## config.mk

```make
export PLATFORM = sky130hd
export DESIGN_NAME = nco_dds_quad
export DESIGN_NICKNAME = d
export VERILOG_FILES = /design/src/rtl/nco_pkg.sv /design/src/rtl/nco_phase_acc.sv /design/src/rtl/nco_cordic_stage.sv /design/src/rtl/nco_quad_out.sv /design/src/rtl/nco_dds_quad.sv
export SDC_FILE = /design/constraint.sdc
export NUM_CORES = 2
export LEC_CHECK = 0
export BUFFER_PORTS_ARGS = -buffer_cell sky130_fd_sc_hd__buf_2
export CELL_PAD_IN_SITES_DETAIL_PLACEMENT = 2
export CELL_PAD_IN_SITES_GLOBAL_PLACEMENT = 2
export CORE_MARGIN = 3
export CORE_UTILIZATION = 44
export CTS_CLUSTER_DIAMETER = 80
export DETAILED_ROUTE_END_ITERATION = 8
export PLACE_DENSITY = 0.84
export SETUP_SLACK_MARGIN = 0.5
export SYNTH_ARGS = -nofsm -noshare
export SYNTH_HDL_FRONTEND = slang
export SYNTH_HIERARCHICAL = 1
export SYNTH_SLANG_ARGS = --single-unit
```

## constraint.sdc

```tcl
create_clock -name clk -period 7.85 [get_ports clk]
set_input_delay 1.57 -clock clk [delete_from_list [all_inputs] [get_ports clk]]
set_output_delay 1.57 -clock clk [all_outputs]
set_load 0.01 [all_outputs]
```

## src/rtl/nco_pkg.sv

```systemverilog
`timescale 1ns/1ps
package nco_pkg;

    localparam real TWO_PI          = 6.283185307179586;
    localparam real CORDIC_INV_GAIN = 0.6072529350088813;

    // Quadrant selected by the two top phase bits; the order is behaviour.
    typedef enum logic [1:0] {
        QD_0   = 2'd0,
        QD_90  = 2'd1,
        QD_180 = 2'd2,
        QD_270 = 2'd3
    } quadrant_e;

    // Angle of micro-rotation idx, atan(2^-idx), as a fraction of a full
    // turn scaled to 2^zw, rounded to nearest.
    function automatic int rot_angle(input int idx, input int zw);
        real a;
        a = $atan(1.0 / (2.0 ** idx));
        return $rtoi(a / TWO_PI * (2.0 ** zw) + 0.5);
    endfunction

    // Pre-scaled starting x so the rotator ends at amplitude amp (with gb
    // guard bits) without a final multiply.
    function automatic int seed_x(input int amp, input int gb);
        return $rtoi(real'(amp) * (2.0 ** gb) * CORDIC_INV_GAIN + 0.5);
    endfunction

endpackage

```

## src/rtl/nco_phase_acc.sv

```systemverilog
`timescale 1ns/1ps
module nco_phase_acc
    import nco_pkg::*;
#(
    parameter int ACC_W = 32,
    parameter int XW    = 20,
    parameter int ZW    = 20,
    parameter int GB    = 2,
    parameter int AMP   = 32752
) (
    input  logic                    clk,
    input  logic                    rst,
    input  logic                    en,
    input  logic [ACC_W-1:0]        step,
    output logic                    p_valid,
    output quadrant_e               p_quad,
    output logic                    p_sq,
    output logic [ACC_W-1:0]        p_phase,
    output logic signed [XW-1:0]    p_x,
    output logic signed [XW-1:0]    p_y,
    output logic signed [ZW-1:0]    p_z
);

    localparam int X0     = seed_x(AMP, GB);
    localparam int FRAC_W = ZW - 2;

    typedef struct packed {
        logic [ACC_W-1:0]     acc;
        logic                 valid;
        quadrant_e            quad;
        logic                 sq;
        logic [ACC_W-1:0]     phase;
        logic signed [XW-1:0] x;
        logic signed [XW-1:0] y;
        logic signed [ZW-1:0] z;
    } acc_state_t;

    acc_state_t st_d, st_q;

    always_comb begin
        st_d       = st_q;
        st_d.acc   = en ? st_q.acc + step : st_q.acc;
        st_d.valid = 1'b1;
        st_d.quad  = quadrant_e'(st_q.acc[ACC_W-1 -: 2]);
        st_d.sq    = st_q.acc[ACC_W-1];
        st_d.phase = st_q.acc;
        st_d.x     = XW'(X0);
        st_d.y     = '0;
        st_d.z     = $signed({2'b00, st_q.acc[ACC_W-3 -: FRAC_W]});
    end

    always_ff @(posedge clk) begin
        if (rst) begin
            st_q <= '0;
        end else begin
            st_q <= st_d;
        end
    end

    assign p_valid = st_q.valid;
    assign p_quad  = st_q.quad;
    assign p_sq    = st_q.sq;
    assign p_phase = st_q.phase;
    assign p_x     = st_q.x;
    assign p_y     = st_q.y;
    assign p_z     = st_q.z;

    // enabled edges advance the phase by the step, modulo 2^ACC_W
    assert_phase_step_R2: assert property (@(posedge clk) disable iff (rst)
        (!$past(rst) && $past(en)) |-> (st_q.acc == ACC_W'($past(st_q.acc) + $past(step))));

    // disabled edges leave the phase alone
    assert_phase_hold_R3: assert property (@(posedge clk) disable iff (rst)
        (!$past(rst) && !$past(en)) |-> (st_q.acc == $past(st_q.acc)));

endmodule

```

## src/rtl/nco_cordic_stage.sv

```systemverilog
`timescale 1ns/1ps
module nco_cordic_stage
    import nco_pkg::*;
#(
    parameter int ACC_W = 32,
    parameter int XW    = 20,
    parameter int ZW    = 20,
    parameter int IDX   = 0,
    parameter bit LAST  = 1'b0
) (
    input  logic                    clk,
    input  logic                    rst,
    input  logic                    i_valid,
    input  quadrant_e               i_quad,
    input  logic                    i_sq,
    input  logic [ACC_W-1:0]        i_phase,
    input  logic signed [XW-1:0]    i_x,
    input  logic signed [XW-1:0]    i_y,
    input  logic signed [ZW-1:0]    i_z,
    output logic                    o_valid,
    output quadrant_e               o_quad,
    output logic                    o_sq,
    output logic [ACC_W-1:0]        o_phase,
    output logic signed [XW-1:0]    o_x,
    output logic signed [XW-1:0]    o_y,
    output logic signed [ZW-1:0]    o_z
);

    localparam int                   ANG_I = rot_angle(IDX, ZW);
    localparam logic signed [ZW-1:0] ANG   = ZW'(ANG_I);
    localparam logic signed [ZW-1:0] ZTOL  = ZW'(48);

    typedef struct packed {
        logic                 valid;
        quadrant_e            quad;
        logic                 sq;
        logic [ACC_W-1:0]     phase;
        logic signed [XW-1:0] x;
        logic signed [XW-1:0] y;
        logic signed [ZW-1:0] z;
    } rot_state_t;

    rot_state_t rs_d, rs_q;
    logic signed [XW-1:0] x_shr, y_shr;

    always_comb begin
        x_shr       = i_x >>> IDX;
        y_shr       = i_y >>> IDX;
        rs_d.valid  = i_valid;
        rs_d.quad   = i_quad;
        rs_d.sq     = i_sq;
        rs_d.phase  = i_phase;
        if (i_z >= 0) begin
            rs_d.x = i_x - y_shr;
            rs_d.y = i_y + x_shr;
            rs_d.z = i_z - ANG;
        end else begin
            rs_d.x = i_x + y_shr;
            rs_d.y = i_y - x_shr;
            rs_d.z = i_z + ANG;
        end
    end

    always_ff @(posedge clk) begin
        if (rst) begin
            rs_q <= '0;
        end else begin
            rs_q <= rs_d;
        end
    end

    assign o_valid = rs_q.valid;
    assign o_quad  = rs_q.quad;
    assign o_sq    = rs_q.sq;
    assign o_phase = rs_q.phase;
    assign o_x     = rs_q.x;
    assign o_y     = rs_q.y;
    assign o_z     = rs_q.z;

    generate
        if (LAST) begin : g_residual
            // the rotator has converged: residual angle is near zero
            assert_residual_R5: assert property (@(posedge clk) disable iff (rst)
                o_valid |-> ((o_z < ZTOL) && (o_z > -ZTOL)));
        end
    endgenerate

endmodule

```

## src/rtl/nco_quad_out.sv

```systemverilog
`timescale 1ns/1ps
module nco_quad_out
    import nco_pkg::*;
#(
    parameter int ACC_W = 32,
    parameter int OUT_W = 16,
    parameter int XW    = 20,
    parameter int GB    = 2
) (
    input  logic                     clk,
    input  logic                     rst,
    input  logic                     i_valid,
    input  quadrant_e                i_quad,
    input  logic                     i_sq,
    input  logic [ACC_W-1:0]         i_phase,
    input  logic signed [XW-1:0]     i_x,
    input  logic signed [XW-1:0]     i_y,
    output logic                     o_valid,
    output logic                     o_sq,
    output logic [ACC_W-1:0]         o_saw,
    output logic signed [OUT_W-1:0]  o_sin,
    output logic signed [OUT_W-1:0]  o_cos
);

    localparam logic signed [XW-1:0] HALF  = XW'(1 << (GB - 1));
    localparam logic signed [XW-1:0] MAXV  = XW'((1 << (OUT_W - 1)) - 1);
    localparam logic signed [XW-1:0] MINV  = -MAXV;
    localparam logic signed [OUT_W-1:0] SIGN_TOL = -OUT_W'(4);

    typedef struct packed {
        logic                    valid;
        logic                    sq;
        logic [ACC_W-1:0]        saw;
        logic signed [OUT_W-1:0] s;
        logic signed [OUT_W-1:0] c;
    } out_state_t;

    out_state_t os_d, os_q;
    logic signed [XW-1:0] sin_f, cos_f;

    function automatic logic signed [OUT_W-1:0] shrink(input logic signed [XW-1:0] v);
        logic signed [XW-1:0] r;
        r = (v + HALF) >>> GB;
        if (r > MAXV) begin
            r = MAXV;
        end else if (r < MINV) begin
            r = MINV;
        end
        return r[OUT_W-1:0];
    endfunction

    always_comb begin
        unique case (i_quad)
            QD_0: begin
                sin_f = i_y;
                cos_f = i_x;
            end
            QD_90: begin
                sin_f = i_x;
                cos_f = -i_y;
            end
            QD_180: begin
                sin_f = -i_y;
                cos_f = -i_x;
            end
            default: begin
                sin_f = -i_x;
                cos_f = i_y;
            end
        endcase
        os_d.valid = i_valid;
        os_d.sq    = i_sq;
        os_d.saw   = i_phase;
        os_d.s     = shrink(sin_f);
        os_d.c     = shrink(cos_f);
    end

    always_ff @(posedge clk) begin
        if (rst) begin
            os_q <= '0;
        end else begin
            os_q <= os_d;
        end
    end

    assign o_valid = os_q.valid;
    assign o_sq    = os_q.sq;
    assign o_saw   = os_q.saw;
    assign o_sin   = os_q.s;
    assign o_cos   = os_q.c;

    // first-quadrant inputs leave both outputs non-negative (small slack)
    assert_quad0_sign_R5: assert property (@(posedge clk) disable iff (rst)
        (i_valid && i_quad == QD_0) |=> ((o_sin >= SIGN_TOL) && (o_cos >= SIGN_TOL)));

    // third-quadrant inputs leave both outputs non-positive (small slack)
    assert_quad2_sign_R5: assert property (@(posedge clk) disable iff (rst)
        (i_valid && i_quad == QD_180) |=> ((o_sin <= -SIGN_TOL) && (o_cos <= -SIGN_TOL)));

endmodule

```

## src/rtl/nco_dds_quad.sv

```systemverilog
`timescale 1ns/1ps
module nco_dds_quad
    import nco_pkg::*;
#(
    parameter int ACC_W  = 32,
    parameter int OUT_W  = 16,
    parameter int STAGES = 16,
    parameter int GB     = 2
) (
    input  logic                     clk,
    input  logic                     rst,
    input  logic                     en,
    input  logic [ACC_W-1:0]         step,
    output logic [ACC_W-1:0]         saw_out,
    output logic                     sq_out,
    output logic signed [OUT_W-1:0]  sin_out,
    output logic signed [OUT_W-1:0]  cos_out,
    output logic                     out_valid
);

    localparam int AMP = (1 << (OUT_W - 1)) - 16;
    localparam int XW  = OUT_W + GB + 2;
    localparam int ZW  = STAGES + 4;

    logic                 c_valid [0:STAGES];
    quadrant_e            c_quad  [0:STAGES];
    logic                 c_sq    [0:STAGES];
    logic [ACC_W-1:0]     c_phase [0:STAGES];
    logic signed [XW-1:0] c_x     [0:STAGES];
    logic signed [XW-1:0] c_y     [0:STAGES];
    logic signed [ZW-1:0] c_z     [0:STAGES];

    nco_phase_acc #(
        .ACC_W (ACC_W),
        .XW    (XW),
        .ZW    (ZW),
        .GB    (GB),
        .AMP   (AMP)
    ) u_acc (
        .clk     (clk),
        .rst     (rst),
        .en      (en),
        .step    (step),
        .p_valid (c_valid[0]),
        .p_quad  (c_quad[0]),
        .p_sq    (c_sq[0]),
        .p_phase (c_phase[0]),
        .p_x     (c_x[0]),
        .p_y     (c_y[0]),
        .p_z     (c_z[0])
    );

    generate
        for (genvar k = 0; k < STAGES; k++) begin : g_rot
            nco_cordic_stage #(
                .ACC_W (ACC_W),
                .XW    (XW),
                .ZW    (ZW),
                .IDX   (k),
                .LAST  (k == STAGES - 1)
            ) u_stage (
                .clk     (clk),
                .rst     (rst),
                .i_valid (c_valid[k]),
                .i_quad  (c_quad[k]),
                .i_sq    (c_sq[k]),
                .i_phase (c_phase[k]),
                .i_x     (c_x[k]),
                .i_y     (c_y[k]),
                .i_z     (c_z[k]),
                .o_valid (c_valid[k+1]),
                .o_quad  (c_quad[k+1]),
                .o_sq    (c_sq[k+1]),
                .o_phase (c_phase[k+1]),
                .o_x     (c_x[k+1]),
                .o_y     (c_y[k+1]),
                .o_z     (c_z[k+1])
            );
        end
    endgenerate

    nco_quad_out #(
        .ACC_W (ACC_W),
        .OUT_W (OUT_W),
        .XW    (XW),
        .GB    (GB)
    ) u_out (
        .clk     (clk),
        .rst     (rst),
        .i_valid (c_valid[STAGES]),
        .i_quad  (c_quad[STAGES]),
        .i_sq    (c_sq[STAGES]),
        .i_phase (c_phase[STAGES]),
        .i_x     (c_x[STAGES]),
        .i_y     (c_y[STAGES]),
        .o_valid (out_valid),
        .o_sq    (sq_out),
        .o_saw   (saw_out),
        .o_sin   (sin_out),
        .o_cos   (cos_out)
    );

    // a reset edge clears the valid flag and the ramp
    assert_clear_R1: assert property (@(posedge clk)
        rst |=> (!out_valid && saw_out == '0 && !sq_out));

    // square output tracks the ramp's top bit
    assert_sq_msb_R4: assert property (@(posedge clk) disable iff (rst)
        out_valid |-> (sq_out == saw_out[ACC_W-1]));

    // once valid, stays valid until reset
    assert_valid_hold_R7: assert property (@(posedge clk) disable iff (rst)
        out_valid |=> out_valid);

endmodule

```

Word-level counts from Yosys, hierarchy flattened

Index checks and enable logic that the tools add are counted.

Output and inout port bits: 66
Register bits after elaboration: 1,710
Bits of input ports: 35
Logic and storage cells: 275

Eq/ne operators: 2
Reductions and logical operators: 3
Add/sub/neg operators: 100
Mux-type cells: 23
Magnitude comparators: 20

Operator list:

| cell                  | count |
|---|---|
| $mux 60               | 16 |
| $ge 20x1->1 const B   | 16 |
| $pmux 20 s3           | 2 |
| $mux 96               | 1 |
| $add 20x10->20        | 2 |
| $add 20x11->20        | 2 |
| $add 20x12->20        | 2 |
| $add 20x13->20        | 2 |
| $add 20x14->20        | 2 |
| $add 20x15->20        | 2 |
| $add 20x16->20        | 2 |
| $add 20x17->20        | 2 |
| $add 20x18->20        | 2 |
| $add 20x19->20        | 2 |
| $add 20x3->20 const B | 2 |
| $add 20x5->20         | 2 |
| $add 20x6->20         | 2 |
| $add 20x7->20         | 2 |
| $add 20x8->20         | 2 |
| $add 20x9->20         | 2 |
| $neg 20->20           | 2 |
| $sub 20x10->20        | 2 |
| $sub 20x11->20        | 2 |
| $sub 20x12->20        | 2 |
| other kinds (55)      | 73 |

Longest topological paths before layout

Word-level depth: 6
Depth in mapped cells: 20
Mapped depth without buffers: 17

By module

The synthesis kept the hierarchy.

By module, submodules not included:

| module                                | sequential area each (µm²) | area each (µm²) | instances | cells each |
|---|---|---|---|---|
| nco_cordic_stage at g_rot[2].u_stage  | 1,921.8                    | 6,204.7         | 1         | 729 |
| nco_cordic_stage at g_rot[5].u_stage  | 1,921.8                    | 6,090.8         | 1         | 705 |
| nco_cordic_stage at g_rot[4].u_stage  | 1,921.8                    | 6,029.5         | 1         | 708 |
| nco_cordic_stage at g_rot[3].u_stage  | 1,921.8                    | 5,972.0         | 1         | 689 |
| nco_cordic_stage at g_rot[9].u_stage  | 1,921.8                    | 5,899.4         | 1         | 688 |
| nco_cordic_stage at g_rot[10].u_stage | 1,921.8                    | 5,855.6         | 1         | 666 |
| nco_cordic_stage at g_rot[11].u_stage | 1,921.8                    | 5,818.1         | 1         | 666 |
| nco_cordic_stage at g_rot[8].u_stage  | 1,921.8                    | 5,805.6         | 1         | 663 |
| nco_cordic_stage at g_rot[13].u_stage | 1,921.8                    | 5,795.6         | 1         | 674 |
| nco_cordic_stage at g_rot[6].u_stage  | 1,921.8                    | 5,793.1         | 1         | 665 |
| nco_cordic_stage at g_rot[0].u_stage  | 1,901.8                    | 5,764.3         | 1         | 676 |
| nco_cordic_stage at g_rot[12].u_stage | 1,921.8                    | 5,729.2         | 1         | 674 |
| nco_cordic_stage at g_rot[7].u_stage  | 1,921.8                    | 5,728.0         | 1         | 641 |
| nco_cordic_stage at g_rot[1].u_stage  | 1,921.8                    | 5,705.5         | 1         | 664 |
| +4 rows                               | n/a                        | n/a             | n/a       | n/a |

Worst setup path after synthesis

OpenSTA, ideal clock, no wires.

Path type: reg-to-reg
From: reg g_rot[2].u_stage.rs_q, in the netlist g_rot[2].u_stage/o_z[19]
To: reg g_rot[3].u_stage.rs_q, in the netlist g_rot[3].u_stage/o_y[18]
Library setup time: 123 ps
Clock period less this slack: 4,024 ps
Data arrival time: 3,900 ps
Path slack: 3,826 ps
Required time: 7,727 ps
Buffers on the path: 2
Cell stages (with the launch flop): 17
Cell sequence: dfxtp_1 inv_1 ha_1 nor4b_1 a31oi_4 clkbuf_1 clkbuf_1 nand2_1 o21ai_0 fa_1 a21o_1 a21o_1 a2111oi_2 o31a_1 nand2b_1 a21oi_1 mux2_1

Cells in the longest elaborated chain, start to end: 2

RTL lines:

| item                     | line                   | source |
|---|---|---|
| start: declaration       | nco_cordic_stage.sv:43 | `rot_state_t rs_d, rs_q;` |
| start signal: assignment | nco_cordic_stage.sv:68 | `rs_q <= rs_d;` |
| $ge 20x1->1              | nco_cordic_stage.sv:53 | `if (i_z >= 0) begin` |
| $mux 60                  | nco_cordic_stage.sv:53 |  |
| end signal: assignment   | nco_cordic_stage.sv:68 |  |
| end: declaration         | nco_cordic_stage.sv:43 |  |

No other way between the ends.
A chain may end at the register's enable or synchronous reset.

Worst setup path after layout

From: reg g_rot[3].u_stage.rs_q, in the netlist g_rot[3].u_stage/o_z[19]
To: reg g_rot[4].u_stage.rs_q, in the netlist g_rot[4].u_stage/o_y[18]

Cells in the longest elaborated chain, start to end: 2

RTL lines:

| item                   | line |
|---|---|
| $ge 20x1->1            | nco_cordic_stage.sv:53 |
| $mux 60                | nco_cordic_stage.sv:53 |
| end signal: assignment | nco_cordic_stage.sv:68 |
| end: declaration       | nco_cordic_stage.sv:43 |

No other way between the ends.

==> impl_metrics.toml <==
[run_status]
status = "finished, violations left"
violations = "max-capacitance violations, max-slew violations"

[clock_network]
clock-sinks = 1646
cts_tree = "done"
clock_path_buffers = 3
numCtsBuffers = 189
hold_buffers = 0
clk_latency_ns = 0.96
cts.htree.levels = 4
clk_pin_slew_ns = 0.08
cts_root_buffer = "clkbuf_16"

[global_route]
grtUsageTotal_pct = 34.86
antenna_found_initial = 85
grt_pass1_wl_um = 651200
grt-ovfl-total = 0
first_global_vias = 103500
grt_start_max_net_pins = 173

[yosys]
avgSynthCellArea_um2 = 8.619
synthCells = 11800
syn_area_um2 = 101700
yosys_warnings = 6

[worst_setup_path]
worstPathCellList = "inv_1 > ha_1 > nor4b_1 > nand3_1 > nor2_1 > nor2_2 > inv_1 > buf_4 > nor2_1 > xor2_1 > ha_1 > a21oi_1 > o21ai_0 > a211oi_1 > o41ai_1 > a211oi_2 > xor2_1 > nor2_1"
crit_fanout = 31
cp.arrival_ns = 7.82
endpoint = "g_rot[4].u_stage/o_y[18]"
worstReg2RegEnd = "g_rot[4].u_stage/o_y[18]"
cpPeakStageDelay_ns = 1.15
crit_path_top_delay_cell = "nor2_1"
rrSetupSlack_ns = 0.77
critical_path.top_delay_family = "compound AO/OA/AOI/OAI gates"
worst_r2r_startpoint = "g_rot[3].u_stage/o_z[19]"
path_buf_inv = 3
setup.worst_path.start = "g_rot[3].u_stage/o_z[19]"
crit_path_frequent_cell = "nor2_1"
required_ns = 8.59
setup.worst_path.class = "reg -> reg"
cp-start-kind = "flip-flop"
rr_worst_depth = 18
worstSetupEndpointType = "flip-flop"
worstSetupPathDepth = 18

[timing]
fmax_mhz = 141.2
hold_viol = 0
min_period_ns = 7.084
tns_ns = 0
clock_skew_ns = 0.09467
period_share_pct = 90.25
relSlewSlack_pct = -130.7
rsz0062_at_grt = "false"
setup_viol = 0
tightestPinTransition_ns = 3.460
finalMaxSlewViolations = 85

[floorplanning]
dieArea_um2 = 237000
start_util_pct = 44.50
rows = 175
die_width_um = 486.8
fp.dieH_um = 486.8
core_area_um2 = 228600
io_pins = 101

[job]
drv_cap = 5

[detailed_routing]
dr.first_iter.drc_count = 8287
routed_wl_um = 454800
drc = 0
ant_nets = 0
drt_pass1_iterations = 6
via_count = 96050
avgViaCountPerCell = 6.449
wire_per_inst_um = 30.53

[layout]
synthToLayoutAreaGrowth_pct = 9.399
nNetsFinal = 12750
layout_commonest_cell = "dfxtp_1"
final_layout_size_suffix_gt1_share_pct = 6.841
most-common-layout-cells = "dfxtp_1, nor2_1, ha_1, nor2b_1, a21oi_1"
fillCellCount = 24580

[place]
port-buffer-count = 100
place.gp.congestion = 0.8961
hpwl_um = 279200

[min_path]
min-delay-start = "g_rot[15].u_stage/o_phase[17]"
hold_class = "reg -> reg"
-- area by class of cell --
type                       instances  area (um2)  share of cell area [%]
sequential                      1646       32950                   29.61
multi-input combinational       9289       65070                   58.46
antenna                           30       75.07                 0.06745
clock inverter                    94        1528                   1.373
inverter                         424        1598                   1.436
clock buffer                     254        5344                   4.802
tap                             3009        3765                   3.383
timing repair buffer             148       964.7                  0.8668
-- how the worst min path moves through the flow --
stage,cells after the start,to
finish,1,u_out/o_saw[17]
global route,1,u_out/o_saw[17]
CTS,1,u_out/o_saw[17]
detailed placement,1,g_rot[14].u_stage/o_phase[30]
global placement,1,g_rot[13].u_stage/o_quad[1]
floorplan,1,g_rot[0].u_stage/o_phase[0]
-- per-stage QoR --
stage                     worst slack, ns  hold WS, ns  cell area, um2  utilization, %  cells
final                              0.7655       0.3953          111300           48.69  14890
after global routing               0.8916       0.4224          111200           48.66  14870
after detailed placement            2.656       0.4270          104300           45.64  14510
after floorplan                     3.826       0.4138          101900               -  11840
after global placement              2.992       0.4143          104300           45.64  14510
after CTS                           2.201       0.4002          111200           48.64  14860
-- state kept, by name, indices dropped and copies added, names as in the netlist, 30 cells and up --
register and cells:
g_rot.u_stage/o_phase 512, g_rot.u_stage/o_quad 32, g_rot.u_stage/o_x 319, g_rot.u_stage/o_y 320
g_rot.u_stage/o_z 300, u_acc/p_phase 30, u_acc/st_d 32, u_out/o_saw 32
-- repair_timing --
action	4_1_cts	5_1_grt
gates resized for setup	0	2
setup buffers	0	0
setup endpoints to repair	0	3
endpoints found under the hold margin	0	0
-- routing by layer --
metal	part of all wire (%)	GRT usage, %	up-vias
li1	-	-	41630
met5	0.086	0	-
met4	6.7	18.45	56
met2	48	61.35	4209
met3	6.8	6.637	1916
met1	38	39.86	48250
Power is not shown: default switching activity piles up to over one toggle a cycle in this logic, so the estimate is an artifact.
